`config.mk`:
```
export PLATFORM = sky130hd
export DESIGN_NAME = irq_vec_resolver
export DESIGN_NICKNAME = d
export VERILOG_FILES = /design/src/rtl/irq_vec_resolver.sv
export SDC_FILE = /design/constraint.sdc
export NUM_CORES = 1
export LEC_CHECK = 0
export BUFFER_PORTS_ARGS = -buffer_cell sky130_fd_sc_hd__buf_2
export CORE_ASPECT_RATIO = 1.4
export CORE_MARGIN = 3
export CORE_UTILIZATION = 55
export DETAILED_ROUTE_END_ITERATION = 16
export MAX_ROUTING_LAYER = met4
export PLACE_DENSITY = 0.9
export SKIP_LAST_GASP = 1
export SYNTH_ARGS = -nofsm -noshare
export SYNTH_HDL_FRONTEND = slang
export SYNTH_SLANG_ARGS = --single-unit
```
`constraint.sdc`:
```
create_clock -name clk -period 2.4 [get_ports clk]
set_input_delay 0.24 -clock clk [delete_from_list [all_inputs] [get_ports clk]]
set_output_delay 0.24 -clock clk [all_outputs]
set_load 0.005 [all_outputs]
```
`src/rtl/irq_vec_resolver.sv`:
```
module irq_vec_resolver #(
  parameter logic [15:0] FIXED_VEC = 16'h0038
) (
  input  logic        clk,
  input  logic        rst_n,
  input  logic        irq_req,
  input  logic [1:0]  mode,
  input  logic [7:0]  tbase,
  input  logic [7:0]  ack_byte,
  input  logic [15:0] ret_pc,
  input  logic [15:0] sp_in,
  output logic        mem_req,
  output logic        mem_we,
  output logic [15:0] mem_addr,
  output logic [7:0]  mem_wdata,
  input  logic [7:0]  mem_rdata,
  input  logic        mem_ack,
  output logic [15:0] new_pc,
  output logic [15:0] new_sp,
  output logic        done,
  output logic        bad_op,
  output logic        busy
);
  typedef enum logic [2:0] {S_IDLE, S_PUSH_H, S_PUSH_L, S_RD_L, S_RD_H, S_FIN} st_t;

  st_t         st;
  logic [1:0]  md;
  logic [7:0]  byt, page, lo;
  logic [15:0] ret_l, sp_l;
  logic        bad;

  wire        in_rst = (ack_byte[7:6] == 2'b11) && (ack_byte[2:0] == 3'b111);
  wire        in_bad = (mode == 2'd3) || ((mode == 2'd0) && !in_rst);
  wire [15:0] ptr    = {page, byt};

  assign mem_req   = (st == S_PUSH_H) || (st == S_PUSH_L) || (st == S_RD_L) || (st == S_RD_H);
  assign mem_we    = (st == S_PUSH_H) || (st == S_PUSH_L);
  assign mem_wdata = (st == S_PUSH_H) ? ret_l[15:8] : ret_l[7:0];
  assign done      = (st == S_FIN);
  assign busy      = (st != S_IDLE);
  assign bad_op    = bad;

  always_comb begin
    case (st)
      S_PUSH_H: mem_addr = sp_l - 16'd1;
      S_PUSH_L: mem_addr = sp_l - 16'd2;
      S_RD_L:   mem_addr = ptr;
      S_RD_H:   mem_addr = ptr + 16'd1;
      default:  mem_addr = 16'h0000;
    endcase
  end

  always_ff @(posedge clk) begin
    if (!rst_n) begin
      st     <= S_IDLE;
      md     <= 2'd0;
      byt    <= 8'h00;
      page   <= 8'h00;
      lo     <= 8'h00;
      ret_l  <= 16'h0000;
      sp_l   <= 16'h0000;
      bad    <= 1'b0;
      new_pc <= 16'h0000;
      new_sp <= 16'h0000;
    end else begin
      case (st)
        S_IDLE:
          if (irq_req) begin
            md    <= mode;
            byt   <= ack_byte;
            page  <= tbase;
            ret_l <= ret_pc;
            sp_l  <= sp_in;
            bad   <= in_bad;
            if (in_bad) begin
              new_pc <= ret_pc;
              new_sp <= sp_in;
              st     <= S_FIN;
            end else begin
              st <= S_PUSH_H;
            end
          end
        S_PUSH_H:
          if (mem_ack) st <= S_PUSH_L;
        S_PUSH_L:
          if (mem_ack) begin
            new_sp <= sp_l - 16'd2;
            if (md == 2'd2) begin
              st <= S_RD_L;
            end else begin
              new_pc <= (md == 2'd0) ? {10'b0, byt[5:3], 3'b000} : FIXED_VEC;
              st     <= S_FIN;
            end
          end
        S_RD_L:
          if (mem_ack) begin
            lo <= mem_rdata;
            st <= S_RD_H;
          end
        S_RD_H:
          if (mem_ack) begin
            new_pc <= {mem_rdata, lo};
            st     <= S_FIN;
          end
        default: st <= S_IDLE;
      endcase
    end
  end
endmodule


```
Word-level counts from Yosys, hierarchy flattened
Cells that the tools add are included.
{"block": "classes", "add_sub_neg": 3, "mul": 0, "n_div": 0, "n_lt_le_gt_ge": 0, "eq_ne": 16, "shift": 0, "n_mux": 21, "n_bitwise": 0, "n_reduce_logical": 18}
{"cell": "$mux 16", "count": 8}
{"cell": "$pmux 16 s4", "count": 1}
{"cell": "$pmux 16 s3", "count": 1}
{"cell": "$pmux 16 s2", "count": 1}
{"cell": "$mux 3", "count": 7}
{"cell": "$add 16x1->16 const B", "count": 1}
{"cell": "$sub 16x1->16 const B", "count": 1}
{"cell": "$sub 16x2->16 const B", "count": 1}
{"cell": "$pmux 3 s5", "count": 1}
{"cell": "$ne 2x2->1 const B", "count": 7}
{"cell": "$eq 3x3->1 const B", "count": 3}
{"cell": "$mux 8", "count": 1}
{"cell": "$eq 2x2->1 const B", "count": 3}
{"cell": "$eq 3x2->1 const B", "count": 2}
{"cell": "$mux 6", "count": 1}
{"cell": "$reduce_and 6->1", "count": 1}
{"cell": "$reduce_bool 3->1", "count": 2}
{"cell": "$reduce_and 5->1", "count": 1}
{"cell": "$logic_not 2->1", "count": 2}
{"cell": "$logic_or 1x1->1", "count": 4}
{"cell": "$reduce_and 2->1", "count": 2}
{"cell": "$reduce_and 4->1", "count": 1}
{"cell": "$eq 3x1->1 const B", "count": 1}
{"cell": "$logic_not 3->1", "count": 1}
{"cell": "other kinds (3)", "count": 4}
{"block": "totals", "reg_bits": 94, "latch_bits": 0, "ramBits": 0, "romBits": 0, "in_bits": 62, "output_inout_bits": 61, "word_cells": 68, "n_memories": 0}

Longest topological paths before layout
{"block": "logic_depth", "ltp_word": 8, "ltp_mapped": 7}

Least setup slack after synthesis
Ideal clock, no wire load.
{"block": "synth_timing", "kind": "reg-to-output", "startpoint": "reg sp_l[1]", "endpoint": "out mem_addr[15]", "t_arrival_ns": 1.664, "required_ns": 2.160, "slack_ns": 0.496, "stages_incl_launch_ff": 8, "path_cell_list": "dfxtp_1 inv_1 ha_1 nor3b_2 nand2_2 o31a_1 o21ai_1 o211ai_1"}
{"block": "synth_via", "elab_chain_len": 2}
{"element": "start: declaration", "line": "29", "text": "logic [15:0] ret_l, sp_l;"}
{"element": "start signal: assignment", "line": "73", "text": "sp_l <= sp_in;"}
{"element": "$sub 16x2->16 or $sub 16x1->16 (tied branches)", "line": "46, 45"}
{"element": "$pmux 16 s4 *", "line": "44", "text": "case (st)"}
{"element": "end: declaration", "line": "14", "text": "output logic [15:0] mem_addr,"}
Mark *: on every way between the ends. The rest lies on a longest branch, timed or not.

Worst setup path in the final report
{"block": "layout_timing", "startpoint": "reg sp_l[7]", "endpoint": "out mem_addr[9]"}
The elaborated chain is that of the path after synthesis.

==> impl_metrics.env <==
export IMPL_status="finished with violations"
export IMPL_violations="setup timing"
export IMPL_synth_top_area_frac=0.346
export IMPL_cts_buffers=9
export IMPL_cp_max_fo=6
export IMPL_clk_insertion_delay_late_ns=0.35
export IMPL_rows=42
export IMPL_synth_area_leaders="dfxtp_1 (35%), nand2_1 (13%), a21boi_0 (8.4%)"
export IMPL_dp_hpwl_um=14800
export IMPL_drt_iter0_drc=455
export IMPL_die_h_um=124
export IMPL_r2r_cells=7
export IMPL_grtUsageTotal=0.345
export IMPL_rsz0062_at_grt="true"
export IMPL_clk_path_buf_depth=2
export IMPL_setup_viol=1
export IMPL_yosysMostFrequentCell="nand2_1"
export IMPL_via_per_inst=6.12
export IMPL_r2r_end="new_sp[9]$_SDFFE_PN0P_"
export IMPL_synth_largest_area_cell="dfxtp_1"
export IMPL_diodes=0
export IMPL_maxSlewHeadroom=0.349
export IMPL_synth_async_reset_ratio=0
export IMPL_synth_area_um2=5440
export IMPL_drc=0
export IMPL_grt_start_max_net_pins=35
export IMPL_min_path_cells=3
export IMPL_p_leak_nw=3.10
export IMPL_grt_pass1_vias=5661
export IMPL_min_to="page[3]$_SDFFE_PN0P_"
export IMPL_cts_tree="yes"
export IMPL_critical_path_required_ns=2.16
export IMPL_wire_per_inst_um=19.8
export IMPL_start_util=0.569
export IMPL_htreeDepth=3
export IMPL_setup_ws_ns=-0.00563
export IMPL_arrival_ns=2.17
export IMPL_hold_path_class="input port to flop"
export IMPL_reg2reg_slack_ns=0.26
export IMPL_via_count=5979
export IMPL_ys_ff_latch=94
export IMPL_crit_family="simple AND/OR/NAND/NOR gates"
export IMPL_r2r_start="st[2]$_SDFFE_PN0P_"
export IMPL_yosys_warnings=0
export IMPL_drv_cap=0
export IMPL_syn_inst=710
export IMPL_slowest_stage="or4_4"
export IMPL_nets=906
export IMPL_area_growth_pct=26.0
export IMPL_netlist_top_cells_count="nand2_1 (194), dfxtp_1 (94), a21boi_0 (61)"
export IMPL_finalCriticalPeriod_ns=2.41
export IMPL_power_density_nw_per_um2=719
export IMPL_fmax_mhz=416
export IMPL_crit_type="flop to output port"
export IMPL_path_cells="buf_4, or4_4, nor4b_4, xor2_1, nand2_1, o311ai_2, buf_2"
export IMPL_critPathBufInv=2
export IMPL_drive_gt1_frac=0.285
export IMPL_root_buffer="clkbuf_16"
export IMPL_detail_route_first_pass_iterations=5
export IMPL_routed_wl_um=19300
export IMPL_min_period_over_period=1.00
export IMPL_die_area_um2=11100
export IMPL_yosysSeqAreaShare=0.346
export IMPL_cp_end_kind="output port"
export IMPL_setup_worst_path_start_class="flop"
export IMPL_synthesis_nets=776
export IMPL_synth_edf_count=0
export IMPL_die_w_um=90.0
export IMPL_cts_sinks=94
export IMPL_antenna_found_initial=0
export IMPL_grt_overflow=0
export IMPL_place_congestion=1.01
export IMPL_tightest_slew_ns=0.974
export IMPL_ys_types=61
export IMPL_vdd_ir_drop_worst_mv=0.541
export IMPL_hp_start="tbase[3]"
export IMPL_finalHoldViolCount=0
export IMPL_portBuffers=122
export IMPL_core_area_um2=9560
export IMPL_clk_pin_slew_ns=0.07
export IMPL_skew_ns=0.00552
export IMPL_pre_cts_slack_ns=0.0569
export IMPL_grt_pass1_wl_um=29300
export IMPL_slew_violations=0
export IMPL_max_stage_delay_ns=0.46
export IMPL_final_setup_tns_ns=-0.00563
export IMPL_ant_nets=0
export IMPL_io_pins=123
export IMPL_syn_avg_cell_area_um2=7.66
export IMPL_synth_ff_type="dfxtp_1"
cell usage in the layout, fill, tap and decap left out, types with 15 or more instances in the layout:
| master | synthesis | final |
|---|---|---|
| nand2_1 | 194 | 194 |
| buf_2 | 16 | 122 |
| dfxtp_1 | 94 | 83 |
| a21boi_0 | 61 | 61 |
| buf_4 | 3 | 58 |
| o21ai_0 | 27 | 27 |
| nor2_1 | 26 | 24 |
| o211a_1 | 19 | 19 |
| a22oi_1 | 16 | 16 |
| nand3_1 | 16 | 15 |
power breakdown:
| part | total, mW | internal (mW) | switching (mW) |
|---|---|---|---|
| Sequential | 1.87 | 1.72 | 0.154 |
| Clock | 1.42 | 0.729 | 0.692 |
| Combinational | 1.64 | 0.726 | 0.911 |
stage by stage:
step                cell area, µm²  hold slack [ns]  cells   util  total power, mW
floorplan                     5440            0.385    710      -             2.76
global placement              6360            0.450    954  0.665             3.38
detailed placement            6360            0.455    954  0.665             3.42
CTS                           6740            0.144    973  0.704             4.86
global route                  6850            0.163    977  0.717             5.12
finish                        6850            0.146    977  0.717             4.93
timing repair:
action	4_1_cts	5_1_grt
gates resized for setup	21	23
hold endpoints to repair	0	0
buffers inserted	3	4
hold buffers	0	0
setup endpoints to repair	13	11
pin swaps	4	8
logic make-up after synthesis:
logic type / Yosys count / share of synthesized area
flip-flops: 94 / 0.346
AO/OA/AOI/OAI: 211 / 0.288
buffers and inverters: 70 / 0.0557
multiplexers: 3 / 0.00575
adder cells (fa/ha/maj): 4 / 0.00920
XOR/XNOR: 23 / 0.0370
AND/OR/NAND/NOR: 305 / 0.259
flip-flops by register name, indices dropped and copies added (netlist names):
signal  count
byt         8
ret_l      16
new_pc     16
lo          8
new_sp     16
bad_op      1
st          3
sp_l       16
md          2
page        8
cell type report:
class                           instances  area, µm²
Tap cell                              132        165
Clock inverter                          7       63.8
Sequential cell                        94       1900
Clock buffer                            9        225
Fill cell                             775       2710
Multi-Input combinational cell        546       3400
Inverter                                8       30.0
Timing Repair Buffer                  181       1070
routing by layer:
layer	GRT usage	vias up	part of all wire
met5	-	-	0
met1	0.378	2839	0.36
met4	0.198	0	0.053
met3	0.0320	75	0.059
li1	-	2769	-
met2	0.619	296	0.53
worst max-delay path by stage:
stage	start	to	slack (ns)	cells after the start
after global placement	sp_l[11]$_SDFFE_PN0P_	mem_addr[15]	0.10	7
after global routing	sp_l[1]$_SDFFE_PN0P_	mem_addr[6]	-0.06	6
final	sp_l[7]$_SDFFE_PN0P_	mem_addr[9]	-0.006	7
after CTS	sp_l[2]$_SDFFE_PN0P_	mem_addr[15]	-0.009	9
after detailed placement	sp_l[11]$_SDFFE_PN0P_	mem_addr[15]	0.06	7
after floorplan	sp_l[1]$_SDFFE_PN0P_	mem_addr[15]	0.50	7
worst reg2reg max path, stage by stage (launching register included):
cell	delay, ns
dfxtp_4	0.38
buf_4	0.22
nor2_1	0.22
and2_1	0.27
o21a_1	0.39
buf_4	0.24
o21ai_0	0.11
a31oi_1	0.22
Note: power is estimated with default switching activity, not from simulation.
